**config.mk**
```make
export PLATFORM = sky130hd
export DESIGN_NAME = pred_issue_split
export DESIGN_NICKNAME = d
export VERILOG_FILES = /design/src/rtl/vis_pkg.sv /design/src/rtl/vis_pick.sv /design/src/rtl/vis_addr.sv /design/src/rtl/pred_issue_split.sv
export SDC_FILE = /design/constraint.sdc
export NUM_CORES = 1
export LEC_CHECK = 0
export BUFFER_PORTS_ARGS = -buffer_cell sky130_fd_sc_hd__buf_4
export CAP_MARGIN = 10
export CORE_MARGIN = 5
export CORE_UTILIZATION = 45
export DETAILED_ROUTE_END_ITERATION = 7
export GPL_ROUTABILITY_DRIVEN = 0
export PLACE_DENSITY = 0.73
export SKIP_LAST_GASP = 1
export SLEW_MARGIN = 25
export SYNTH_ARGS = -nofsm -noshare
export SYNTH_HDL_FRONTEND = slang
export SYNTH_SLANG_ARGS = --single-unit
export TNS_END_PERCENT = 5
```
**constraint.sdc**
```tcl
create_clock -name clk -period 15.52 [get_ports clk]
set_input_delay 0.776 -clock clk [delete_from_list [all_inputs] [get_ports clk]]
set_output_delay 0.776 -clock clk [all_outputs]
set_load 0.01 [all_outputs]
```
**src/rtl/vis_pkg.sv**
```systemverilog
package vis_pkg;
  // which operands step through registers per element
  typedef struct packed {
    logic dst;
    logic src_a;
    logic src_b;
  } vflag_t;
endpackage

```
**src/rtl/vis_pick.sv**
```systemverilog
module vis_pick #(
  parameter int W  = 32,
  parameter int IW = 5
) (
  input  logic [W-1:0]  vec,
  output logic          found,
  output logic [IW-1:0] idx,
  output logic [W-1:0]  rest
);
  // lowest set bit wins: scan high to low so the last hit is the lowest
  always_comb begin
    found = 1'b0;
    idx   = '0;
    for (int j = W - 1; j >= 0; j--) begin
      if (vec[j]) begin
        found = 1'b1;
        idx   = IW'(j);
      end
    end
  end

  assign rest = vec & (vec - 1'b1);
endmodule

```
**src/rtl/vis_addr.sv**
```systemverilog
module vis_addr #(
  parameter int IW = 5,
  parameter int RW = 5
) (
  input  logic [IW-1:0] idx,
  input  logic [RW-1:0] base,
  input  logic          is_vec,
  output logic [RW-1:0] regno
);
  // offset from the element number, wrapping in the register space
  assign regno = is_vec ? base + RW'(idx) : base;
endmodule

```
**src/rtl/pred_issue_split.sv**
```systemverilog
module pred_issue_split #(
  parameter int LANES = 4,
  parameter int XLEN  = 32,
  parameter int RW    = 5,
  localparam int IW   = (XLEN > 1) ? $clog2(XLEN) : 1,
  localparam int LW   = $clog2(XLEN + 1)
) (
  input  logic                clk,
  input  logic                rst_n,
  input  logic                op_valid,
  output logic                op_ready,
  input  logic [LW-1:0]       op_vlen,
  input  logic [XLEN-1:0]     op_mask,
  input  logic                op_zero,
  input  logic                op_vec_d,
  input  logic                op_vec_a,
  input  logic                op_vec_b,
  input  logic [RW-1:0]       op_rd,
  input  logic [RW-1:0]       op_ra,
  input  logic [RW-1:0]       op_rb,
  output logic                iss_valid,
  input  logic                iss_ready,
  output logic [LANES-1:0]    iss_lane_en,
  output logic [LANES-1:0]    iss_zero,
  output logic [LANES*IW-1:0] iss_idx,
  output logic [LANES*RW-1:0] iss_rd,
  output logic [LANES*RW-1:0] iss_ra,
  output logic [LANES*RW-1:0] iss_rb,
  output logic                iss_last,
  output logic                op_done
);
  import vis_pkg::*;

  logic            busy;
  logic [XLEN-1:0] pend;
  logic [XLEN-1:0] zmask;
  vflag_t          vf;
  logic [RW-1:0]   base_d, base_a, base_b;
  logic            done_q;

  // elements below the vector length
  logic [XLEN-1:0] lenmask;
  for (genvar i = 0; i < XLEN; i++) begin : g_len
    assign lenmask[i] = (op_vlen > LW'(i));
  end

  logic [XLEN-1:0] first_pend;
  logic [XLEN-1:0] first_zero;
  assign first_pend = lenmask & (op_zero ? {XLEN{1'b1}} : op_mask);
  assign first_zero = op_zero ? (lenmask & ~op_mask) : '0;

  // chained pickers pack the lowest pending elements onto the lanes
  logic [XLEN-1:0] chain [LANES+1];
  logic [IW-1:0]   lane_idx [LANES];
  logic [LANES-1:0] lane_found;
  assign chain[0] = pend;

  for (genvar k = 0; k < LANES; k++) begin : g_lane
    logic [RW-1:0] rd_k, ra_k, rb_k;

    vis_pick #(.W(XLEN), .IW(IW)) u_pick (
      .vec   (chain[k]),
      .found (lane_found[k]),
      .idx   (lane_idx[k]),
      .rest  (chain[k+1])
    );

    vis_addr #(.IW(IW), .RW(RW)) u_ad (
      .idx(lane_idx[k]), .base(base_d), .is_vec(vf.dst), .regno(rd_k));
    vis_addr #(.IW(IW), .RW(RW)) u_aa (
      .idx(lane_idx[k]), .base(base_a), .is_vec(vf.src_a), .regno(ra_k));
    vis_addr #(.IW(IW), .RW(RW)) u_ab (
      .idx(lane_idx[k]), .base(base_b), .is_vec(vf.src_b), .regno(rb_k));

    assign iss_lane_en[k]         = busy & lane_found[k];
    assign iss_zero[k]            = iss_lane_en[k] & zmask[lane_idx[k]];
    assign iss_idx[k*IW +: IW]    = iss_lane_en[k] ? lane_idx[k] : '0;
    assign iss_rd[k*RW +: RW]     = iss_lane_en[k] ? rd_k : '0;
    assign iss_ra[k*RW +: RW]     = iss_lane_en[k] ? ra_k : '0;
    assign iss_rb[k*RW +: RW]     = iss_lane_en[k] ? rb_k : '0;

    if (k > 0) begin : g_chk
      p_pack_low_r3: assert property (@(posedge clk) disable iff (!rst_n)
        iss_lane_en[k] |-> iss_lane_en[k-1]);
      p_pack_order_r3: assert property (@(posedge clk) disable iff (!rst_n)
        iss_lane_en[k] |-> (lane_idx[k] > lane_idx[k-1]));
    end
  end

  assign iss_valid = busy;
  assign op_ready  = ~busy;
  assign iss_last  = busy & ~|chain[LANES];
  assign op_done   = done_q;

  wire accept = op_valid & op_ready;
  wire fire   = iss_valid & iss_ready;

  always_ff @(posedge clk or negedge rst_n) begin
    if (!rst_n) begin
      busy   <= 1'b0;
      pend   <= '0;
      zmask  <= '0;
      vf     <= '0;
      base_d <= '0;
      base_a <= '0;
      base_b <= '0;
      done_q <= 1'b0;
    end else if (accept) begin
      pend   <= first_pend;
      zmask  <= first_zero;
      vf     <= '{dst: op_vec_d, src_a: op_vec_a, src_b: op_vec_b};
      base_d <= op_rd;
      base_a <= op_ra;
      base_b <= op_rb;
      busy   <= |first_pend;
      done_q <= ~|first_pend;
    end else if (fire) begin
      pend   <= chain[LANES];
      busy   <= |chain[LANES];
      done_q <= ~|chain[LANES];
    end else begin
      done_q <= 1'b0;
    end
  end

  p_hold_r7: assert property (@(posedge clk) disable iff (!rst_n)
    iss_valid && !iss_ready |=> iss_valid && $stable(iss_lane_en)
      && $stable(iss_idx) && $stable(iss_rd) && $stable(iss_ra)
      && $stable(iss_rb) && $stable(iss_zero) && $stable(iss_last));

  p_gate_r8: assert property (@(posedge clk) disable iff (!rst_n)
    op_ready |-> !iss_valid);

  p_last_done_r9: assert property (@(posedge clk) disable iff (!rst_n)
    iss_valid && iss_ready && iss_last |=> op_done && !iss_valid);

  p_done_idle_r9: assert property (@(posedge clk) disable iff (!rst_n)
    op_done |-> !iss_valid);
endmodule

```
==> results_dict.tcl <==
set metrics [dict create \
    required_ns 14.74 \
    slew_viol_final 0 \
    portBuffers 152 \
    antenna_left 0 \
    grt_usage_pct 30.9 \
    final_util_pct 51.1 \
    ys.flop_type "dfrtp_1" \
    route.vias.total 14400 \
    dieArea_um2 30200 \
    fin_crit_ns 8.83 \
    drt_iter0_drc 2246 \
    seq_area_frac_synth_pct 17.4 \
    hold_violations 0 \
    die_h_um 174 \
    clock-skew-final_ns 0.0119 \
    ioPinCount 153 \
    antenna_found_initial 0 \
    start_kind "flop" \
    nNetsFinal 1871 \
    routedWlPerCell_um 23.7 \
    grt_pass1_vias 13100 \
    wl_um 49600 \
    cts-buffers-inserted 9 \
    setup_viol 0 \
    drive_gt1_share_pct 15.3 \
    period_share_pct 56.9 \
    grt_pass1_wl_um 75400 \
    pre_cts_ws_ns 7.02 \
    n_antenna_cell 0 \
    cp.arrival_ns 8.06 \
    htree_levels 3 \
    crit_path_end_kind "primary output" \
    post_cts_resize_count 0 \
    hold_path.class "input port to asynchronous set/reset pin" \
    synthesis.nets 1807 \
    status "completed" \
    worstMarginPinSlew_ns 1.05 \
    core_area_um2 26700 \
    num_rows 60 \
    path_class "flop to primary output" \
    avgViaCountPerCell 6.89 \
    clk_path_buf_depth 2 \
    yosysWarnings 0 \
    drcViolationCount 0 \
    fmax_mhz 113 \
    netlist_instances 1686 \
    synth_cell_type_count 103 \
    setup_slack_ns 6.69 \
    grt_setup_unrepaired "no" \
    numClockSinks 84 \
    grt_overflow 0 \
    max_slew_margin_pct 30.0 \
    initial_utilization_pct 45.2 \
    ys_ff_latch 84 \
    synthArstFlopShare_pct 100 \
    ctsHoldBuffers 0 \
    post_cts_buffers 0 \
    clock_latency_ns 0.37 \
    synth_area_um2 12100 \
    fin_setup_tns_ns 0 \
    firstDrtPassIters 6 \
    synth-edff-count 0 \
    cts_tree "done" \
    grt_max_degree 99 \
    maxCapViolations 0 \
    dp_hpwl_um 37700 \
    die_width_um 174 \
    syn_avg_cell_area_um2 7.16 \
    cts.clk_slew.worst_paths_ns 0.08 \
    cts-root-buf "clkbuf_16" \
    worst-path-max-fanout 30 \
    area_growth_pct 13.1 \
]
per-layer routing:
metal	vias to the layer above	global-route usage, %	share of wire (%)
met2	1081	46.7	43
met3	213	7.76	13
met5	-	0	0
met4	0	13.7	5.6
li1	6398	-	-
met1	6753	41.7	39
flip-flops by register name, summed over array words and instances, names as in the netlist:
| register | cells |
|---|---|
| pend | 32 |
| zmask | 32 |
| base_a | 5 |
| base_b | 5 |
| base_d | 5 |
| vf | 3 |
| iss_valid | 1 |
| op_done | 1 |
worst max-delay path, stage by stage (launching register included):
cell and delay [ns]:
dfrtp_1 0.75, or4_1 0.95, o21ai_1 0.72, and4_1 0.35, nand2_1 0.34, nor2_2 0.54, a31oi_1 0.41, nor3_1 0.33
o22ai_1 0.16, a211oi_2 0.20, a21oi_2 0.14, nor2_1 0.65, inv_1 0.54, fa_1 0.57, a21o_1 0.21, a21oi_1 0.19
xnor2_1 0.15, nand2_1 0.09, xor2_1 0.17, nor2_1 0.09, buf_4 0.13
cell usage in the layout, fill, tap and decap left out, types with 38 or more instances in the layout:
cell type,instances
ha_1,48
buf_4,172
a21oi_1,157
nand2_1,261
inv_1,62
dfrtp_1,84
nor2_1,146
nor3_1,38
mux2i_1,59
o21ai_0,94
synth_stat cells (7+ instances only):
library cell / n / share of area (%)
nor4_1: 12 / 0.62
nand3_1: 31 / 1.3
and2_1: 15 / 0.78
o21ai_0: 98 / 4.1
dfrtp_1: 84 / 17
o41ai_1: 27 / 2.0
mux2i_1: 59 / 4.9
clkbuf_1: 88 / 2.7
a221o_1: 8 / 0.66
nand2_1: 262 / 8.1
nand4b_1: 10 / 0.73
ha_1: 48 / 5.0
inv_1: 62 / 1.9
a21o_1: 31 / 1.9
o31a_1: 7 / 0.51
o221ai_1: 8 / 0.58
or3_1: 16 / 0.83
nand4_1: 20 / 1.0
a22oi_1: 7 / 0.44
a21oi_1: 157 / 6.5
buf_2: 16 / 0.66
or4_1: 10 / 0.62
o21ai_1: 8 / 0.33
a211o_1: 10 / 0.73
and3_1: 7 / 0.36
o21a_1: 16 / 0.99
a31oi_1: 34 / 1.8
nor2b_1: 8 / 0.41
fa_1: 12 / 2.0
a211oi_1: 33 / 2.1
nor2_1: 147 / 4.6
maj3_1: 10 / 0.83
xor2_1: 21 / 1.5
o211ai_1: 13 / 0.81
o31ai_1: 23 / 1.4
nand2b_1: 19 / 0.98
o22ai_1: 17 / 0.88
buf_1: 7 / 0.22
nor3_1: 38 / 1.6
or2_2: 10 / 0.52
xnor2_1: 28 / 2.0
o21bai_1: 12 / 0.75
logic make-up (layout without fill, tap and decap cells):
logic type                 after synthesis  after routing  synth area share (%)
and+or+nand+nor                        633            633                  24.9
AOI/OAI and AO/OA                      601            601                  34.5
buffers and inverters                  183            252                  6.26
DFF                                     84             84                  17.4
adders and majority gates               70             70                  7.79
muxes                                   66             66                  5.57
xor gates and xnor gates                49             49                  3.55
per-stage QoR:
stage | cells | hold slack, ns | area [um2]
floorplan | 1686 | 0.465 | 12100
global placement | 2080 | 0.494 | 13300
detailed placement | 2080 | 0.507 | 13300
CTS | 2096 | 0.333 | 13600
global route | 2096 | 0.349 | 13700
finish | 2096 | 0.325 | 13700
area by class of cell:
| type | instances | area [um2] |
|---|---|---|
| fill | 2616 | 13100 |
| multi-input combinational | 1419 | 9300 |
| sequential | 84 | 2100 |
| timing repair buffer | 172 | 1290 |
| tap | 341 | 427 |
| inverter | 64 | 240 |
| clock buffer | 9 | 225 |
| clock inverter | 7 | 73.8 |
final timing paths:
kind | endpoint | slack [ns] | cells past startpoint | startpoint
worst max register to register | iss_valid | 8.93 | 14 | pend[4]
worst max-delay path | iss_rb[19] | 6.69 | 20 | pend[4]
worst min register to register | zmask[22] | 0.54 | 2 | zmask[22]
max in group asynchronous | base_b[4] | 14.01 | 2 | rst_n
min in group clk | zmask[22] | 0.54 | 2 | zmask[22]
worst min-delay path | zmask[24] | 0.33 | 1 | rst_n
Power is not shown: default switching activity piles up to over one toggle a cycle in this logic, so the estimate is an artifact.
